===== src/rtl/gpio5_pkg.sv =====
package gpio5_pkg;
  localparam int ADDR_W = 2;

  typedef enum logic [ADDR_W-1:0] {
    REG_PINS  = 2'd0,
    REG_LATCH = 2'd1,
    REG_DIR   = 2'd2,
    REG_SPARE = 2'd3
  } reg_sel_e;
endpackage


===== src/rtl/gpio5_sync.sv =====
module gpio5_sync #(
  parameter int W      = 5,
  parameter int STAGES = 2
) (
  input  logic         clk,
  input  logic         rst,
  input  logic [W-1:0] d_async,
  output logic [W-1:0] q_sync
);
  logic [W-1:0] stage_q [STAGES];

  always_ff @(posedge clk) begin
    if (rst) stage_q[0] <= '0;
    else     stage_q[0] <= d_async;
  end

  for (genvar s = 1; s < STAGES; s++) begin : g_stage
    always_ff @(posedge clk) begin
      if (rst) stage_q[s] <= '0;
      else     stage_q[s] <= stage_q[s-1];
    end
  end

  assign q_sync = stage_q[STAGES-1];
endmodule


===== src/rtl/gpio5_regs.sv =====
module gpio5_regs
  import gpio5_pkg::*;
#(
  parameter int NPIN = 5,
  parameter int NPU  = 3,
  localparam int DW  = NPIN + NPU
) (
  input  logic              clk,
  input  logic              rst,
  input  logic              wr,
  input  logic [ADDR_W-1:0] addr,
  input  logic [DW-1:0]     wdata,
  input  logic [NPIN-1:0]   pin_sync,
  output logic [NPIN-1:0]   dir_q,
  output logic [NPIN-1:0]   lat_q,
  output logic [NPU-1:0]    pu_q,
  output logic [DW-1:0]     rdata
);
  reg_sel_e     sel;
  logic [DW-1:0] rd_mux;

  assign sel = reg_sel_e'(addr);

  always_ff @(posedge clk) begin
    if (rst) begin
      dir_q <= '1;
      lat_q <= '0;
      pu_q  <= '0;
    end else if (wr) begin
      case (sel)
        REG_PINS: begin
          lat_q <= wdata[NPIN-1:0];
          pu_q  <= wdata[DW-1:NPIN];
        end
        REG_LATCH: lat_q <= wdata[NPIN-1:0];
        REG_DIR:   dir_q <= wdata[NPIN-1:0];
        default:   ;
      endcase
    end
  end

  always_comb begin
    case (sel)
      REG_PINS:  rd_mux = {pu_q, pin_sync};
      REG_LATCH: rd_mux = {{NPU{1'b0}}, lat_q};
      REG_DIR:   rd_mux = {{NPU{1'b0}}, dir_q};
      default:   rd_mux = '0;
    endcase
  end

  always_ff @(posedge clk) begin
    if (rst) rdata <= '0;
    else     rdata <= rd_mux;
  end
endmodule


===== src/rtl/gpio5_pad_mux.sv =====
module gpio5_pad_mux #(
  parameter int NPIN = 5
) (
  input  logic            clk,
  input  logic            rst,
  input  logic [NPIN-1:0] dir_q,
  input  logic [NPIN-1:0] lat_q,
  input  logic [NPIN-1:0] ovr_out_en,
  input  logic [NPIN-1:0] ovr_in_en,
  input  logic [NPIN-1:0] ovr_dout,
  output logic [NPIN-1:0] pad_oe,
  output logic [NPIN-1:0] pad_out
);
  for (genvar i = 0; i < NPIN; i++) begin : g_pin
    logic oe_d;
    logic out_d;

    always_comb begin
      if (ovr_out_en[i]) begin
        oe_d  = 1'b1;
        out_d = ovr_dout[i];
      end else if (ovr_in_en[i]) begin
        oe_d  = 1'b0;
        out_d = lat_q[i];
      end else begin
        oe_d  = ~dir_q[i];
        out_d = lat_q[i];
      end
    end

    always_ff @(posedge clk) begin
      if (rst) begin
        pad_oe[i]  <= 1'b0;
        pad_out[i] <= 1'b0;
      end else begin
        pad_oe[i]  <= oe_d;
        pad_out[i] <= out_d;
      end
    end
  end
endmodule


===== src/rtl/gpio5_port.sv =====
module gpio5_port #(
  parameter int NPIN        = 5,
  parameter int NPU         = 3,
  parameter int SYNC_STAGES = 2,
  localparam int DW         = NPIN + NPU
) (
  input  logic            clk,
  input  logic            rst,
  input  logic            bus_wr,
  input  logic [1:0]      bus_addr,
  input  logic [DW-1:0]   bus_wdata,
  output logic [DW-1:0]   bus_rdata,
  input  logic [NPIN-1:0] ovr_out_en,
  input  logic [NPIN-1:0] ovr_in_en,
  input  logic [NPIN-1:0] ovr_dout,
  input  logic [NPIN-1:0] pad_in,
  output logic [NPIN-1:0] pad_oe,
  output logic [NPIN-1:0] pad_out,
  output logic [NPU-1:0]  pu_en
);
  logic [NPIN-1:0] pin_sync;
  logic [NPIN-1:0] dir_q;
  logic [NPIN-1:0] lat_q;
  logic [NPU-1:0]  pu_q;

  gpio5_sync #(.W(NPIN), .STAGES(SYNC_STAGES)) u_sync (
    .clk     (clk),
    .rst     (rst),
    .d_async (pad_in),
    .q_sync  (pin_sync)
  );

  gpio5_regs #(.NPIN(NPIN), .NPU(NPU)) u_regs (
    .clk      (clk),
    .rst      (rst),
    .wr       (bus_wr),
    .addr     (bus_addr),
    .wdata    (bus_wdata),
    .pin_sync (pin_sync),
    .dir_q    (dir_q),
    .lat_q    (lat_q),
    .pu_q     (pu_q),
    .rdata    (bus_rdata)
  );

  gpio5_pad_mux #(.NPIN(NPIN)) u_pads (
    .clk        (clk),
    .rst        (rst),
    .dir_q      (dir_q),
    .lat_q      (lat_q),
    .ovr_out_en (ovr_out_en),
    .ovr_in_en  (ovr_in_en),
    .ovr_dout   (ovr_dout),
    .pad_oe     (pad_oe),
    .pad_out    (pad_out)
  );

  assign pu_en = pu_q;
endmodule


===== config.mk =====
export PLATFORM = sky130hd
export DESIGN_NAME = gpio5_port
export DESIGN_NICKNAME = d
export VERILOG_FILES = /design/src/rtl/gpio5_pkg.sv /design/src/rtl/gpio5_sync.sv /design/src/rtl/gpio5_regs.sv /design/src/rtl/gpio5_pad_mux.sv /design/src/rtl/gpio5_port.sv
export SDC_FILE = /design/constraint.sdc
export NUM_CORES = 1
export LEC_CHECK = 0
export BUFFER_PORTS_ARGS = -buffer_cell sky130_fd_sc_hd__buf_2
export CORE_MARGIN = 1
export CORE_UTILIZATION = 45
export DETAILED_ROUTE_END_ITERATION = 8
export PLACE_DENSITY_LB_ADDON = 0.12
export SYNTH_ARGS = -nofsm -noshare
export SYNTH_HDL_FRONTEND = slang
export SYNTH_SLANG_ARGS = --single-unit

===== constraint.sdc =====
create_clock -name clk -period 1.4 [get_ports clk]
set_input_delay 0.14 -clock clk [delete_from_list [all_inputs] [get_ports clk]]
set_output_delay 0.14 -clock clk [all_outputs]
set_load 0.03 [all_outputs]

# Word-level counts from Yosys, hierarchy flattened
# Memory sizes are Yosys's and may differ from the RTL's.
# Cells that the tools add are included.
# classes
n_eq_ne	2
n_mux	21
n_bitwise	7
n_reduce_logical	5
# op_table
op	count
8-bit case mux with 3 select lines	1
1-bit two-way mux	18
5-bit two-way mux	2
2-bit AND reduction	3
1-bit inverter	5
2-bit by 1-bit == test with 1-bit output (second input constant)	1
2-bit == test (second input constant)	1
2-bit zero test	1
1-bit bitwise OR	2
2-bit OR reduction	1
# totals
reg_bits	31
ramBits	10
inputBits	33
out_inout_bits	21
n_memories	1
# mem_list
name	words	width	read_ports	rd_ports_with_merged_regs	write_ports	line	text
u_sync.stage_q	2	5	2	0	2	gpio5_sync.sv:10	logic [W-1:0] stage_q [STAGES];

# Longest topological paths before layout
# Gate-level depths: netlist of run 1.
# depth
ltp_word	3
mapped_depth	5

# By module
# Synthesis of run 1 repeated with hierarchy kept, for this count alone.
# hier_totals
cells_unflattened	132
hier_area_um2	1432.6
# modules_own_cells
module	n_inst	cells_each	area_each_um2	seq_area_each_um2
gpio5_regs	1	81	827.0	420.4
gpio5_pad_mux	1	31	342.8	200.2
gpio5_sync	1	20	262.8	200.2

# Worst setup path before layout of run 1
# No wires, ideal clock.
# synth_timing
path_kind	input port to flip-flop
start	in bus_addr[0]
end	reg u_regs.dir_q[0]
setup_time_ps	120
arrival_time_ps	878
slack_ps	402
path_stages	5
path_cell_list	buf_6 -> nor2b_4 -> buf_6 -> and3_2 -> a211o_1
# synth_between
elab_chain_len	2
# synth_rtl
element	line	text
start, declared	gpio5_port.sv:10	input logic [1:0] bus_addr,
2-bit == test	gpio5_regs.sv:30	case (sel)
2-bit AND reduction (no line)	n/a	
end signal, assigned	gpio5_regs.sv:36	REG_DIR: dir_q <= wdata[NPIN-1:0];
end, declared	gpio5_regs.sv:14	output logic [NPIN-1:0] dir_q,
# No other way between the ends.
# A chain may end at the register's enable or synchronous reset.

# Worst setup path in the final report of run 1
# layout_timing
start	reg u_regs.pu_q[1]
end	out pu_en[1]
# layout_lines
element	line	text
start, declared	gpio5_regs.sv:16	output logic [NPU-1:0] pu_q,
start signal, assigned	gpio5_regs.sv:33	pu_q <= wdata[DW-1:NPIN];
end, declared	gpio5_port.sv:19	output logic [NPU-1:0] pu_en
# No word-level cell between the ends.

==> results.toml, run 1 <==
[clocking]
htree_levels = 2
post_cts_buffers = 0
cts_max_path_buffers = 2
cts_tree = "done"
cts_sinks = 41
clk_pin_slew_ps = 110
root_buffer = "clkbuf_4"
clk_latency_ps = 340
cts_buffers = 5

[place]
place_hpwl_um = 1930
gp_congestion = 0.662
port_buffers = 53

[power]
peakVddDrop_uv = 808
p_per_area_mw_per_mm2 = 1140
p_leak_nw = 0.862
total_power_mw = 2.05

[cells_and_area]
drive_gt1_frac = 0.374
nets = 222
syn_to_final_growth_pct = 24.8
num-fill-cells = 304
multi_input_comb_area_um2 = 574
regArea_um2 = 821
insertedDiodeCount = 0
final_util = 0.588

[global_routing]
grt_pass1_vias = 1001
grt_pass1_wl_um = 4360
grtUsageTotal = 0.174
grt_start_max_net_pins = 23
antenna_found_initial = 0
grt_overflow = 0

[critical_path]
worstPathRequired_ps = 1260
reg2reg_depth = 2
r2r-end = "u_regs.rdata[4]$_SDFF_PP0_"
critPathArrivalTime_ps = 890
path_cells = "buf_2"
cp-start-kind = "flip-flop"
r2r_start = "u_regs.lat_q[4]$_SDFFE_PP0P_"
crit_path_end_kind = "output port"
critPathMaxStageDelay_ps = 360
critical_path_depth = 1
cpMaxStageDelayCell = "dfxtp_1"
cp_max_fo = 3
critPathKind = "reg2out"
critPathTopFamily = "flip-flops"
reg2reg_slack_ps = 660
path_buf_inv = 1

[min_path]
hold_class = "in2reg"
min-delay-start = "pad_in[1]"
holdPathEnd = "u_sync.stage_q[0][1]$_SDFF_PP0_"
worstHoldPathCells = 2

[floorplan]
fp.dieH_um = 58.5
core-area_mm2 = 0.00305
fp.dieW_um = 58.5
die-area_mm2 = 0.00342
row_count = 20
pin_count = 54
start_util = 0.471

[logic_synthesis]
ys_types = 18
synth_warnings = 0
synth_nets = 166
syn_area_mm2 = 0.00144
synthesis.instances = 133
ys_seq_area_frac = 0.571
avgSynthCellArea_um2 = 10.8
ys_ff_latch = 41

[flow_run]
drv_cap = 0

[timing]
fin_setup_tns_ps = 0
timing.final.crit_share = 0.738
finalCriticalPeriod_ps = 1030
skew_ps = 9.15
slew-limit-headroom = 0.769
setup_viol = 0
worstMarginPinSlew_ps = 347
max_freq_mhz = 968
worst_hold_slack_ps = 1.98
rsz0062_at_grt = "no"
hold_violations = 0
drv_slew = 0

[routing]
drt-total-wl_um = 2600
first_pass_iters = 4
vias = 1054
wl_per_cell_um = 11.1
routed_via_density = 4.50
drcViolationCount = 0
detail-route-antenna-nets = 0
drtIter0Drc = 24

[outcome]
status = "complete, no violations"
==> worst max path at each step <==
stage | startpoint | end
after floorplan | bus_addr[0] | u_regs.dir_q[0]$_SDFFE_PP1P_
after global placement | bus_addr[0] | u_regs.dir_q[1]$_SDFFE_PP1P_
after detailed placement | bus_addr[0] | u_regs.dir_q[0]$_SDFFE_PP1P_
after CTS | u_regs.pu_q[1]$_SDFFE_PP0P_ | pu_en[1]
after global routing | u_regs.pu_q[2]$_SDFFE_PP0P_ | pu_en[2]
final | u_regs.pu_q[1]$_SDFFE_PP0P_ | pu_en[1]
==> routing by layer <==
layer  global-route usage  share of wire  vias up
li1                     -              -      551
met1                0.206           0.45      465
met2                0.286           0.47       33
met3               0.0505          0.058        5
met4               0.0918          0.018        0
met5                    0              0        -
==> cell usage after synthesis <==
cell | number | area, µm²
a211o_1 | 5 | 43.8
and2_1 | 3 | 18.8
and2b_2 | 1 | 8.76
and3_2 | 5 | 37.5
buf_2 | 1 | 5.00
buf_6 | 2 | 22.5
clkbuf_1 | 4 | 15.0
dfxtp_1 | 41 | 821
mux2i_1 | 18 | 180
nand2_4 | 1 | 11.3
nand3b_1 | 5 | 37.5
nor2_1 | 28 | 105
nor2b_1 | 10 | 62.6
nor2b_4 | 1 | 13.8
nor3_1 | 1 | 5.00
nor3b_4 | 1 | 18.8
o21ai_0 | 5 | 25.0
or2_2 | 1 | 6.26
==> sequential cells by signal (all words and copies together), names as in the netlist <==
signal	flops
u_regs.dir_q	5
u_sync.stage_q	10
u_pads.pad_oe	5
u_regs.pu_q	3
u_pads.pad_out	5
u_regs.lat_q	5
u_regs.rdata	8
==> where the power goes <==
part / switching, mW / internal (mW) / total (mW)
clock network: 0.346 / 0.191 / 0.537
registers: 0.0216 / 1.22 / 1.24
logic: 0.151 / 0.114 / 0.264
total: 0.518 / 1.53 / 2.05
==> final cells by class <==
type / instances / share of cell area
Clock buffer: 6 / 0.0230
Tap cell: 44 / 0.0307
Multi-Input combinational cell: 85 / 0.320
Sequential cell: 41 / 0.457
Clock inverter: 2 / 0.00558
Timing Repair Buffer: 56 / 0.163
==> cell families after synthesis <==
logic type | share of synthesized area
compound gates | 0.0479
buf+inv | 0.0296
flops | 0.571
mux | 0.125
simple gates | 0.226
==> layout by cell type, fill, tap and decap left out, types with 2 or more instances in the layout <==
cell type | synthesis | routed
nand3b_1 | 5 | 5
clkinv_2 | 0 | 2
clkbuf_4 | 0 | 5
o21ai_0 | 5 | 5
nor2_1 | 28 | 28
dlygate4sd3_1 | 0 | 2
and2_1 | 3 | 3
dfxtp_1 | 41 | 41
buf_2 | 1 | 53
a211o_1 | 5 | 5
and3_2 | 5 | 5
mux2i_1 | 18 | 18
nor2b_1 | 10 | 10
==> metrics by stage <==
stage,area (µm²),cells,setup WS (ps)
5_1_grt,1790,234,314
3_5_place_dp,1720,224,268
2_1_floorplan,1440,133,402
4_1_cts,1790,234,346
3_3_place_gp,1720,224,313
6_report,1790,234,366
==> what timing repair did <==
| item | in CTS | in global routing |
|---|---|---|
| resized for setup | 0 | 0 |
| endpoints found under the hold margin | 2 | 0 |
| hold buffers | 2 | 0 |
| setup endpoints to repair | 0 | 0 |
Power figures use the tool's default switching activity.
==> run 2, diff against run 1 <==
Settings changed: ABC_AREA set to 1, CORE_UTILIZATION 45 to 43.
Clock period 1.4 ns to 0.8 ns, I/O delays scaled along.
==> results.toml, run 2 <==
[routing]
routed_via_density = 4.36
vias = 1408
wl_per_cell_um = 10.9
drtIter0Drc = 55
detail-route-antenna-nets = 0
drt-total-wl_um = 3530
first_pass_iters = 4
drcViolationCount = 0

[critical_path]
critPathArrivalTime_ps = 840
reg2reg_slack_ps = 80
r2r_start = "u_regs.dir_q[4]$_SDFFE_PP1P_"
cpMaxStageDelayCell = "dfxtp_2"
cp_max_fo = 2
path_buf_inv = 1
cp-start-kind = "flip-flop"
r2r-end = "u_regs.rdata[4]$_SDFF_PP0_"
critPathKind = "reg2out"
critPathTopFamily = "flip-flops"
reg2reg_depth = 4
path_cells = "buf_6"
critPathMaxStageDelay_ps = 370
crit_path_end_kind = "output port"
worstPathRequired_ps = 720

[cells_and_area]
syn_to_final_growth_pct = 55.8
num-fill-cells = 287
mostFrequentLayoutCells = "44 x nor2_1, 32 x buf_2, 26 x nand2_1"
final_area_mm2 = 0.00232
drive_gt1_frac = 0.368
insertedDiodeCount = 0
largest_reg_flops = 10
mostFrequentLayoutCell = "nor2_1"
nets = 309
reg_top3 = "u_sync.stage_q x10, u_regs.rdata x8"
largest-register = "u_sync.stage_q"

[global_routing]
grt_start_max_net_pins = 16
grt_pass1_vias = 1372
antenna_found_initial = 0
grt_pass1_wl_um = 5720
grtUsageTotal = 0.217
grt_overflow = 0

[clocking]
cts_tree = "done"
cts_sinks = 41
clk_latency_ps = 340
root_buffer = "clkbuf_4"
cts_max_path_buffers = 2
cts_buffers = 5
clk_pin_slew_ps = 120
htree_levels = 2

[power]
combinationalPowerShare = 0.176
p_sw_frac = 0.258
clockPowerShare = 0.280
p_per_area_mw_per_mm2 = 1760
p_sw_mw = 1.06
p_seq_frac = 0.544
peakVddDrop_uv = 1070
p_leak_nw = 1.17
internal-power_mw = 3.03

[floorplan]
row_count = 21
fp.dieW_um = 60.9
pin_count = 54
start_util = 0.447
core-area_mm2 = 0.00334
die-area_mm2 = 0.00371
fp.dieH_um = 60.9

[logic_synthesis]
synth_warnings = 0
synth_nets = 221
ys_types = 16
synthesis.instances = 188
avgSynthCellArea_um2 = 7.93
ys.flop_type = "dfxtp_1"
ys_seq_area_frac = 0.550
yosys-top-cells-area = "dfxtp_1 55%, nor2_1 11%, nand3_1 7.7%, nand2_1 6.5%, inv_1 6.0%"
synth_async_sr_flop_share = 0
synth_edf_count = 0
yosysTopAreaCell = "dfxtp_1"
syn_area_mm2 = 0.00149
synth_commonest_cells = "44 x nor2_1, 41 x dfxtp_1, 26 x nand2_1"
synth_most_common_cell = "nor2_1"
synth_top_area_share = 0.550
ys_ff_latch = 41

[timing]
drv_slew = 0
max_freq_mhz = 1090
timing.final.crit_share = 1.15
skew_ps = 13.2
finalWorstSetupSlack_ps = -119
worstMarginPinSlew_ps = 209
fin_setup_tns_ps = -1770
finalCriticalPeriod_ps = 919
worst_hold_slack_ps = 61.0
slew-limit-headroom = 0.861
hold_violations = 0
setup_viol = 21
rsz0062_at_grt = "yes"

[min_path]
worstHoldPathCells = 5
hold_class = "in2reg"
min-delay-start = "bus_wdata[6]"
holdPathEnd = "u_regs.pu_q[1]$_SDFFE_PP0P_"

[place]
gp_congestion = 0.839
port_buffers = 53
place_hpwl_um = 2150
dp_slack_ps = 0.170
placed_area_mm2 = 0.00182

[flow_run]
drv_cap = 0

[outcome]
violations = "negative setup slack"
status = "finished, violations left"
## run 2: area by class of cell
| type | count | area, µm² | area share |
|---|---|---|---|
| inverters | 29 | 114 | 0.0490 |
| flip-flops and latches | 41 | 850 | 0.366 |
| multi-input cells | 112 | 505 | 0.218 |
| clock inverters | 1 | 5.00 | 0.00215 |
| clock buffers | 7 | 65.1 | 0.0280 |
| well taps | 46 | 57.6 | 0.0248 |
| repair buffers | 87 | 727 | 0.313 |
## run 2: timing repair
item | CTS | global route
buffers inserted | 3 | 0
pin swaps | 0 | 0
hold endpoints to repair | 20 | 0
hold buffers | 25 | 0
gates resized for setup | 63 | 2
endpoints found under the setup margin | 21 | 23
## run 2: cells by family (layout without fill, tap and decap cells)
kind of cell | after synthesis | in the layout | synth area share
flops | 41 | 41 | 0.550
buf+inv | 35 | 124 | 0.111
simple gates | 97 | 97 | 0.289
compound gates | 15 | 15 | 0.0503
## run 2: routing by layer
layer / wire [µm] / track usage / vias to the layer above
met5: 0 / 0 / -
met4: 53 / 0.0942 / 0
met3: 171 / 0.0469 / 6
met2: 1870 / 0.410 / 41
met1: 1440 / 0.230 / 609
li1: - / - / 752
## run 2: metrics by stage
stage	utilization	instances	power (mW)
CTS	0.696	323	4.12
detailed placement	0.546	287	2.79
global route	0.696	323	4.30
floorplan	-	188	2.59
finish	0.696	323	4.09
global placement	0.546	287	2.79
## run 2: power groups by stage
stage	Combinational (mW)	Clock, mW	Sequential (mW)
floorplan	0.239	0	2.35
global placement	0.542	0	2.25
detailed placement	0.545	0	2.25
CTS	0.717	1.18	2.22
global route	0.801	1.27	2.24
finish	0.722	1.14	2.22
## run 2: worst max path at each step
stage,startpoint,to,cells after the start
detailed placement,bus_addr[1],u_regs.lat_q[2]$_SDFFE_PP0P_,6
global placement,bus_addr[1],u_regs.lat_q[3]$_SDFFE_PP0P_,6
CTS,u_regs.pu_q[1]$_SDFFE_PP0P_,pu_en[1],1
floorplan,u_regs.pu_q[0]$_SDFFE_PP0P_,u_regs.rdata[5]$_SDFF_PP0_,2
global route,u_regs.pu_q[2]$_SDFFE_PP0P_,pu_en[2],1
finish,u_regs.pu_q[2]$_SDFFE_PP0P_,pu_en[2],1
